<file path="config.mk">
export PLATFORM = sky130hd
export DESIGN_NAME = fpx_multi_xfer
export DESIGN_NICKNAME = d
export VERILOG_FILES = /design/src/rtl/fpx_pkg.sv /design/src/rtl/fpx_list_src.sv /design/src/rtl/fpx_pick.sv /design/src/rtl/fpx_addr.sv /design/src/rtl/fpx_multi_xfer.sv
export SDC_FILE = /design/constraint.sdc
export NUM_CORES = 1
export LEC_CHECK = 0
export CORE_MARGIN = 5
export CORE_UTILIZATION = 42
export CTS_CLUSTER_DIAMETER = 60
export DETAILED_ROUTE_END_ITERATION = 12
export PLACE_DENSITY_LB_ADDON = 0.12
export SLEW_MARGIN = 20
export SYNTH_ARGS = -nofsm -noshare
export SYNTH_HDL_FRONTEND = slang
export SYNTH_SLANG_ARGS = --single-unit
</file>
<file path="constraint.sdc">
create_clock -name clk -period 3.6 [get_ports clk]
set_input_delay 0.54 -clock clk [delete_from_list [all_inputs] [get_ports clk]]
set_output_delay 0.54 -clock clk [all_outputs]
set_load 0.02 [all_outputs]
</file>
<file path="src/rtl/fpx_pkg.sv">
package fpx_pkg;
   typedef enum logic [1:0] {
      ST_IDLE = 2'd0,
      ST_MOVE = 2'd1,
      ST_END  = 2'd2
   } fpx_state_e;
endpackage

</file>
<file path="src/rtl/fpx_list_src.sv">
module fpx_list_src #(
   parameter int NREG   = 8,
   parameter int NDREG  = 8,
   localparam int DIDX_W = $clog2(NDREG)
) (
   input  logic                    dyn_sel,
   input  logic [DIDX_W-1:0]       dyn_idx,
   input  logic [NDREG*NREG-1:0]   dreg_low,
   input  logic [NREG-1:0]         static_list,
   input  logic                    rev_order,
   output logic [NREG-1:0]         reg_mask
);
   logic [NREG-1:0] raw_list;

   assign raw_list = dyn_sel ? dreg_low[dyn_idx*NREG +: NREG] : static_list;

   for (genvar n = 0; n < NREG; n++) begin : g_map
      assign reg_mask[n] = rev_order ? raw_list[NREG-1-n] : raw_list[n];
   end
endmodule

</file>
<file path="src/rtl/fpx_pick.sv">
module fpx_pick #(
   parameter int NREG  = 8,
   localparam int IDX_W = $clog2(NREG)
) (
   input  logic [NREG-1:0]  pend,
   input  logic             from_top,
   output logic [IDX_W-1:0] idx
);
   logic [IDX_W-1:0] lo_idx;
   logic [IDX_W-1:0] hi_idx;

   always_comb begin
      lo_idx = '0;
      hi_idx = '0;
      for (int n = NREG - 1; n >= 0; n--) begin
         if (pend[n]) lo_idx = IDX_W'(n);
      end
      for (int n = 0; n < NREG; n++) begin
         if (pend[n]) hi_idx = IDX_W'(n);
      end
   end

   assign idx = from_top ? hi_idx : lo_idx;
endmodule

</file>
<file path="src/rtl/fpx_addr.sv">
module fpx_addr #(
   parameter int ADDR_W      = 32,
   parameter int BEAT_W      = 2,
   parameter int WORD_BYTES  = 4,
   parameter int BLOCK_BYTES = 12
) (
   input  logic [ADDR_W-1:0] cur_addr,
   input  logic              predec,
   input  logic [BEAT_W-1:0] beat,
   output logic [ADDR_W-1:0] beat_addr,
   output logic [ADDR_W-1:0] next_addr
);
   localparam logic [ADDR_W-1:0] BLK  = ADDR_W'(BLOCK_BYTES);
   localparam logic [ADDR_W-1:0] WSTP = ADDR_W'(WORD_BYTES);

   logic [ADDR_W-1:0] blk_base;

   assign blk_base  = predec ? (cur_addr - BLK) : cur_addr;
   assign beat_addr = blk_base + (ADDR_W'(beat) * WSTP);
   assign next_addr = predec ? (cur_addr - BLK) : (cur_addr + BLK);
endmodule

</file>
<file path="src/rtl/fpx_multi_xfer.sv">
module fpx_multi_xfer
   import fpx_pkg::*;
#(
   parameter int NREG   = 8,
   parameter int NDREG  = 8,
   parameter int WORD_W = 32,
   parameter int BEATS  = 3,
   parameter int ADDR_W = 32,
   localparam int IDX_W  = $clog2(NREG),
   localparam int DIDX_W = $clog2(NDREG),
   localparam int BEAT_W = $clog2(BEATS)
) (
   input  logic                  clk,
   input  logic                  rst_n,
   input  logic                  start,
   input  logic                  to_mem,
   input  logic                  rev_order,
   input  logic                  dyn_sel,
   input  logic [DIDX_W-1:0]     dyn_idx,
   input  logic [NDREG*NREG-1:0] dreg_low,
   input  logic [NREG-1:0]       static_list,
   input  logic                  predec,
   input  logic [ADDR_W-1:0]     base_addr,
   input  logic                  mem_ack,
   input  logic                  mem_fault,
   output logic                  busy,
   output logic                  mem_req,
   output logic                  mem_we,
   output logic [IDX_W-1:0]      reg_idx,
   output logic [BEAT_W-1:0]     beat_idx,
   output logic [ADDR_W-1:0]     mem_addr,
   output logic                  done,
   output logic                  fault,
   output logic [ADDR_W-1:0]     final_addr
);
   localparam int WORD_BYTES  = WORD_W / 8;
   localparam int BLOCK_BYTES = WORD_BYTES * BEATS;
   localparam logic [BEAT_W-1:0] LAST_BEAT = BEAT_W'(BEATS - 1);
   localparam logic [ADDR_W-1:0] STEP_A    = ADDR_W'(WORD_BYTES);

   if (NREG < 2 || (1 << IDX_W) != NREG) begin : g_bad_nreg
      $error("NREG must be a power of two and at least 2");
   end
   if ((1 << DIDX_W) != NDREG) begin : g_bad_ndreg
      $error("NDREG must be a power of two");
   end
   if (WORD_W % 8 != 0) begin : g_bad_word
      $error("WORD_W must be a whole number of bytes");
   end
   if (BEATS < 2) begin : g_bad_beats
      $error("BEATS must be at least 2");
   end

   fpx_state_e        state;
   logic [NREG-1:0]   pend;
   logic [NREG-1:0]   pend_clr;
   logic [NREG-1:0]   map_mask;
   logic [IDX_W-1:0]  pick_idx;
   logic [ADDR_W-1:0] cur_addr;
   logic [ADDR_W-1:0] next_addr;
   logic [ADDR_W-1:0] beat_addr;
   logic [BEAT_W-1:0] beat;
   logic              we_q;
   logic              pd_q;
   logic              fault_q;

   fpx_list_src #(.NREG(NREG), .NDREG(NDREG)) u_list (
      .dyn_sel     (dyn_sel),
      .dyn_idx     (dyn_idx),
      .dreg_low    (dreg_low),
      .static_list (static_list),
      .rev_order   (rev_order),
      .reg_mask    (map_mask)
   );

   fpx_pick #(.NREG(NREG)) u_pick (
      .pend     (pend),
      .from_top (pd_q),
      .idx      (pick_idx)
   );

   fpx_addr #(
      .ADDR_W      (ADDR_W),
      .BEAT_W      (BEAT_W),
      .WORD_BYTES  (WORD_BYTES),
      .BLOCK_BYTES (BLOCK_BYTES)
   ) u_addr (
      .cur_addr  (cur_addr),
      .predec    (pd_q),
      .beat      (beat),
      .beat_addr (beat_addr),
      .next_addr (next_addr)
   );

   assign pend_clr = pend & ~(NREG'(1) << pick_idx);

   always_ff @(posedge clk) begin
      if (!rst_n) begin
         state    <= ST_IDLE;
         pend     <= '0;
         cur_addr <= '0;
         beat     <= '0;
         we_q     <= 1'b0;
         pd_q     <= 1'b0;
         fault_q  <= 1'b0;
      end else begin
         case (state)
            ST_IDLE: begin
               if (start) begin
                  pend     <= map_mask;
                  we_q     <= to_mem;
                  pd_q     <= predec;
                  cur_addr <= base_addr;
                  beat     <= '0;
                  fault_q  <= 1'b0;
                  state    <= (|map_mask) ? ST_MOVE : ST_END;
               end
            end
            ST_MOVE: begin
               if (mem_fault) begin
                  fault_q <= 1'b1;
                  state   <= ST_END;
               end else if (mem_ack) begin
                  if (beat == LAST_BEAT) begin
                     beat     <= '0;
                     cur_addr <= next_addr;
                     pend     <= pend_clr;
                     if (pend_clr == '0) state <= ST_END;
                  end else begin
                     beat <= beat + BEAT_W'(1);
                  end
               end
            end
            default: state <= ST_IDLE;
         endcase
      end
   end

   assign busy       = (state != ST_IDLE);
   assign mem_req    = (state == ST_MOVE);
   assign mem_we     = we_q;
   assign reg_idx    = pick_idx;
   assign beat_idx   = beat;
   assign mem_addr   = beat_addr;
   assign done       = (state == ST_END);
   assign fault      = (state == ST_END) && fault_q;
   assign final_addr = cur_addr;

   AST_DIR_STABLE: assert property (@(posedge clk) disable iff (!rst_n)
      mem_req && $past(mem_req) |-> $stable(mem_we));
   AST_BEAT_STEP: assert property (@(posedge clk) disable iff (!rst_n)
      mem_req && mem_ack && !mem_fault && beat_idx != LAST_BEAT |=>
         mem_req && mem_addr == $past(mem_addr) + STEP_A && reg_idx == $past(reg_idx));
   AST_WAIT_HOLD: assert property (@(posedge clk) disable iff (!rst_n)
      mem_req && !mem_ack && !mem_fault |=>
         mem_req && $stable(mem_addr) && $stable(reg_idx) && $stable(beat_idx));
   AST_FAULT_STOP: assert property (@(posedge clk) disable iff (!rst_n)
      mem_req && mem_fault |=> done && fault && !mem_req);
   AST_DONE_ONE: assert property (@(posedge clk) disable iff (!rst_n)
      done |=> !done && !busy);
   AST_EMPTY_LIST: assert property (@(posedge clk) disable iff (!rst_n)
      !busy && start && map_mask == '0 |=> done && !fault && !mem_req);
endmodule

</file>
Word level (Yosys, flattened, before mapping)
Cells that the tools add are included.
Word-level totals
  input port bits: 116
  word-level logic and storage cells: 89
  output and inout bits: 74
  bits in registers: 47
Operators by class
  add/sub/neg operators: 4
  equal/unequal tests: 11
  reductions and logical operators: 11
  bitwise gates (word level): 2
  mux-type cells: 52
  shift-type cells: 2
Operators with widths (count)
  $mux 32: 6
  $pmux 32 s2: 1
  $shiftx 64x7->8: 1
  $mux 8: 5
  $mux 3: 13
  $add 32x4->32: 1
  $add 32x4->32 const B: 1
  $sub 32x4->32 const B: 1
  $mux 2: 12
  $pmux 8 s2: 1
  $mux 1: 11
  $and 8x8->8: 1
  $logic_not 8->1: 1
  $ne 2x2->1 const B: 4
  $not 8->8: 1
  $pmux 2 s2: 2
  $reduce_and 4->1: 2
  $reduce_or 8->1: 1
  $shl 1x3->8 const A: 1
  $ne 3x2->1 const B: 2
  $reduce_and 5->1: 1
  $eq 2x2->1 const B: 2
  $reduce_bool 2->1: 2
  $ne 3x3->1 const B: 1
  other kinds (8): 8

Longest topological paths before layout
Gate-level depths: netlist (run 1).
  word-level depth: 18
  mapped depth: 14
  mapped depth without buffers: 12

Hierarchy
A second synthesis (run 1) with hierarchy kept.
Second synthesis, totals
  cell total of the unflattened synthesis: 788
  area, all modules: 5901.9 um^2
By module, submodules not included
  fpx_multi_xfer: area each 2534.9 um^2, cells each 298, times used 1
  fpx_addr: area each 2503.7 um^2, cells each 372, times used 1
  fpx_list_src: area each 739.5 um^2, cells each 96, times used 1
  fpx_pick: area each 123.9 um^2, cells each 22, times used 1

Worst setup path before layout (run 1)
OpenSTA, ideal clock, no wires.
  path type: register to output
  start: register cur_addr[2], in the netlist final_addr[2]
  end: output port mem_addr[24]
  cell stages (with the launch flop): 13
  setup slack: -192 ps
  required time: 3060 ps
  arrival: 3252 ps
  cells stage by stage: dfxtp_1 > ha_1 > clkbuf_1 > or3b_2 > clkbuf_1 > mux2i_1 > o22ai_1 > and3_1 > clkbuf_1 > nor4b_1 > nand2_1 > mux2i_1 > xnor2_1
Between the ends
  longest elaborated chain between the ends: 3
RTL lines
  from (decl): line fpx_multi_xfer.sv:59  | logic [ADDR_W-1:0] cur_addr;
  from (signal assigned): line fpx_multi_xfer.sv:113  | cur_addr <= base_addr;
  from (signal assigned): line fpx_multi_xfer.sv:126  | cur_addr <= next_addr;
  $sub 32x4->32: line fpx_addr.sv:18  | assign blk_base = predec ? (cur_addr - BLK) : cur_addr;
  $mux 32 *: line fpx_addr.sv:18
  $add 32x4->32 *: line fpx_addr.sv:19  | assign beat_addr = blk_base + (ADDR_W'(beat) * WSTP);
  to (decl): line fpx_multi_xfer.sv:31  | output logic [ADDR_W-1:0] mem_addr,
Every way passes the cells marked *; elsewhere a longest branch is shown, timed or not.

Worst setup path after layout (run 1)
  start: register cur_addr[6], in the netlist final_addr[6]
  end: output port mem_addr[30]
Same word-level chain as after synthesis.

==> run_results.csv, run 1 <==
group,metric,value,unit
route,dr.pass1.iters,6,
route,avgRoutedWirePerCell,17.7,microns
clock_network,clk_latency,0.30,ns
power_and_ir_drop,p_clk_share,18.4,%
yosys,synth_area,5260,sq um
cells_and_area,fillers,1019,
route,ant_nets,0,
clock_network,cts_tree,"done",
power_and_ir_drop,internal_power,0.00157,W
timing,period_minus_slack,3.83,ns
placement,place_congestion,0.927,
timing,setup_slack,-0.227,ns
cells_and_area,stdcell_count,1135,
timing,setup_violations,15,
timing,relSlewSlack,50.3,%
placement,port_buffers,189,
hold_path,hold_start,"mem_we",
yosys,synth_flop_cell,"dfxtp_1",
yosys,syn_inst,713,
power_and_ir_drop,finalPower,0.00265,W
power_and_ir_drop,vdd_ir_drop_max,0.000279,V
cells_and_area,diodes,0,
timing,skew,0.00787,ns
power_and_ir_drop,power.switching,0.00108,W
floorplanning,die_h,122,microns
floorplanning,die-area,14900,sq um
timing,fmaxAchievable,0.261,GHz
worst_setup_path,reg2reg_depth,11,
timing,drv_slew,0,
floorplanning,ioPinCount,190,
yosys,synth_area_per_cell,7.37,sq um
worst_setup_path,reg2reg_from,"final_addr[6]",
timing,setup-tns-final,-1.87,ns
placement,dp_cells,1120,
timing,worstMarginPinSlew,0.738,ns
worst_setup_path,max_stage_delay,0.57,ns
route,vias,6399,
timing,timing.final.crit_share,106,%
grt,grtUsageTotal,25.6,%
cells_and_area,multi_input_area,4210,sq um
yosys,ys_warn_count,0,
worst_setup_path,rrSetupSlack,0.63,ns
worst_setup_path,cp-end-kind,"primary output",
grt,grt_pass1_vias,6331,
clock_network,clockBufferDepth,2,
power_and_ir_drop,seqPwrFrac,23.6,%
timing,grt_setup_unrepaired,"yes",
clock_network,htreeDepth,2,
power_and_ir_drop,p_leak,3.31,nW
placement,dpl.hpwl,15.8,mm
yosys,synth_edf_count,0,
hold_path,hold_class,"reg -> reg",
timing,hold_viol_final,0,
grt,antenna_found_initial,0,
floorplanning,core,12200,sq um
worst_setup_path,crit_arrival,3.29,ns
yosys,syn_nets,836,
worst_setup_path,worstPathMaxFanout,4,
power_and_ir_drop,p_comb_share,58.0,%
cells_and_area,seqCellArea,945,sq um
grt,grt_max_degree,73,
placement,dp_slack,-0.496,ns
worst_setup_path,worstSetupStartpointType,"flop",
worst_setup_path,path_class,"reg -> out",
yosys,ys_types,65,
worst_setup_path,timing.rr.end,"final_addr[30]",
hold_path,hold_path_depth,2,
route,route.detailed.drc,0,
yosys,ys_seq_area_share,17.9,%
hold_path,hold_path_end,"mem_we",
cells_and_area,fin_util,68.6,%
route,drtIter0Drc,444,
yosys,synthArstFlopShare,0,%
clock_network,numCtsBuffers,5,
run,maxCapViolations,0,
worst_setup_path,worstPathCellList,"or4b_4, or4_4, buf_6, or3_4, a21o_1, mux2i_1, nand4_1, mux2i_2, xnor2_2, buf_4",
clock_network,cts.sinks,47,
route,viasPerCell,5.64,
floorplanning,initial_core_util,43.2,%
worst_setup_path,slowest_stage,"or4b_4",
floorplanning,num_rows,40,
power_and_ir_drop,sw_frac_of_total,40.8,%
run_status,status,"finished, violations left",
cells_and_area,areaGrowthSynthToFinish,58.6,%
worst_setup_path,cp_data_required_time,3.06,ns
clock_network,cts_root_buf,"clkbuf_16",
cells_and_area,drive_gt1_share,23.0,%
yosys,synth_seq_cells,47,
route,finalWirelength,20.1,mm
cells_and_area,final_nets,1089,
grt,grt.overflow.total,0,
power_and_ir_drop,power_density,318,nW/um^2
clock_network,clk_pin_slew,0.07,ns
grt,grt_pass1_wl,31.1,mm
run_status,failed_checks,"setup timing",
floorplanning,die_w,122,microns
[cells in the mapped netlist, drive strengths merged (4+ instances only)]
cell	n	area share, %
and3	7	0.83
nor2b	19	2.3
o21ai	50	4.8
mux4	16	6.9
o31ai	6	0.86
inv	16	1.1
dfxtp	47	18
mux2	6	1.3
a22oi	15	2.1
a22o	5	0.83
ha	6	1.4
o22ai	9	1.1
xnor2	36	6.0
and2	19	2.3
nor4b	4	0.95
mux2i	23	4.4
nand3	24	2.3
o21a	4	0.57
nand4	11	1.3
buf	12	1.1
a31oi	6	0.71
clkbuf	52	3.7
nand2	63	4.5
o31a	8	1.3
a21boi	15	2.1
a21o	8	1.1
nor3	26	2.6
a211oi	7	1.0
nand2b	7	0.83
nor2	64	4.6
nor4	17	2.6
xor2	15	2.5
or4	7	1.1
or3	9	1.1
a21oi	43	4.1
[how the worst max path moves through the flow]
stage                     depth (start not counted)           end          start  slack, ns
after floorplan                                   9  mem_addr[27]  final_addr[4]      -0.03
after detailed placement                         10  mem_addr[30]  final_addr[4]      -0.50
after CTS                                        10  mem_addr[30]  final_addr[5]      -0.24
final                                            10  mem_addr[30]  final_addr[6]      -0.23
after global routing                             10  mem_addr[30]  final_addr[6]      -0.36
after global placement                            9  mem_addr[23]  final_addr[4]      -0.41
[through the flow]
stage / hold WS, ns / instance area (sq um)
after floorplan: 0.435 / 5300
after global placement: 0.448 / 8000
after detailed placement: 0.466 / 8000
after CTS: 0.476 / 8230
after global routing: 0.512 / 8340
final: 0.489 / 8340
[sequential cells by signal, summed over array words and instances, names as in the netlist]
name,count
beat_idx,2
pend,8
pd_q,1
mem_we,1
final_addr,32
fault_q,1
state,2
[layout by cell type (no fill, tap or decap), drive strengths merged, types with 4 or more instances in the layout]
| cell type | Yosys | routed |
|---|---|---|
| mux2i | 23 | 23 |
| and2 | 19 | 19 |
| nand4 | 11 | 11 |
| nand2 | 63 | 63 |
| a31oi | 6 | 6 |
| a22o | 5 | 5 |
| o21a | 4 | 4 |
| o31ai | 6 | 6 |
| a21oi | 43 | 43 |
| or3 | 9 | 9 |
| clkdlybuf4s50 | 0 | 164 |
| nor2b | 19 | 19 |
| nor3 | 26 | 26 |
| xor2 | 15 | 15 |
| clkbuf | 52 | 9 |
| mux4 | 16 | 16 |
| buf | 12 | 138 |
| nand2b | 7 | 7 |
| a211oi | 7 | 7 |
| inv | 16 | 17 |
| ha | 6 | 6 |
| or4 | 7 | 7 |
| a22oi | 15 | 15 |
| and3 | 7 | 7 |
| dfxtp | 47 | 47 |
| a21boi | 15 | 15 |
| nor2 | 64 | 64 |
| o22ai | 9 | 9 |
| mux2 | 6 | 6 |
| nor4b | 4 | 4 |
| o21ai | 50 | 50 |
| a21o | 8 | 8 |
| dlygate4sd2 | 0 | 4 |
| nand3 | 24 | 24 |
| o31a | 8 | 8 |
| xnor2 | 36 | 36 |
| nor4 | 17 | 17 |
[logic make-up (layout without fill, tap and decap cells)]
group / Yosys count / after routing / synth area share (%)
AOI/OAI and AO/OA: 192 / 192 / 23.6
xor gates and xnor gates: 51 / 51 / 8.50
adders and majority gates: 9 / 9 / 2.19
buffers and inverters: 80 / 334 / 5.97
DFF: 47 / 47 / 17.9
muxes: 45 / 45 / 12.5
and+or+nand+nor: 289 / 289 / 29.3
[layout make-up]
cell class	instances	area share, %
Inverter	16	0.720
Tap cell	168	2.52
Clock buffer	6	1.55
Multi-Input combinational cell	586	50.5
Timing Repair Buffer	310	33.2
Sequential cell	47	11.3
Clock inverter	2	0.195
[power groups by stage]
stage / Combinational, W / Clock [W] / Sequential (W)
finish: 0.00154 / 0.000488 / 0.000627
global route: 0.00165 / 0.000516 / 0.000635
CTS: 0.00151 / 0.000498 / 0.000625
detailed placement: 0.00151 / 0 / 0.000636
global placement: 0.00148 / 0 / 0.000633
floorplan: 0.000786 / 0 / 0.000676
[routing by layer]
metal | GRT usage [%] | wire, microns | vias up
met5 | 0 | 0 | -
met4 | 6.37 | 342 | 0
met3 | 4.92 | 1300 | 31
met2 | 45.5 | 10200 | 254
met1 | 31.7 | 8320 | 3010
li1 | - | - | 3104
[timing repair]
item | in CTS | in global routing
hold buffers | 0 | 0
resized for setup | 113 | 37
buffers inserted | 3 | 4
endpoints found under the setup margin | 23 | 22
pin swaps | 16 | 7
[critical path, delay by kind of cell (launching register included)]
family | cells | cell delay, ns
AND/OR/NAND/NOR | 4 | 1.60
AO/OA/AOI/OAI | 1 | 0.18
multiplexers | 2 | 0.45
buffers and inverters | 2 | 0.30
XOR/XNOR | 1 | 0.13
flip-flops | 1 | 0.31
(Power assumes the default switching activity.)
==> inputs of run 2 (changes only) <==
--- a/config.mk
+++ b/config.mk
@@ -5,6 +5,7 @@
 export SDC_FILE = /design/constraint.sdc
 export NUM_CORES = 1
 export LEC_CHECK = 0
+export CAP_MARGIN = 40
 export CORE_MARGIN = 5
 export CORE_UTILIZATION = 42
 export CTS_CLUSTER_DIAMETER = 60
==> results of run 2 <==
The final DEF is identical to that of run 1; final timing and power are the same.
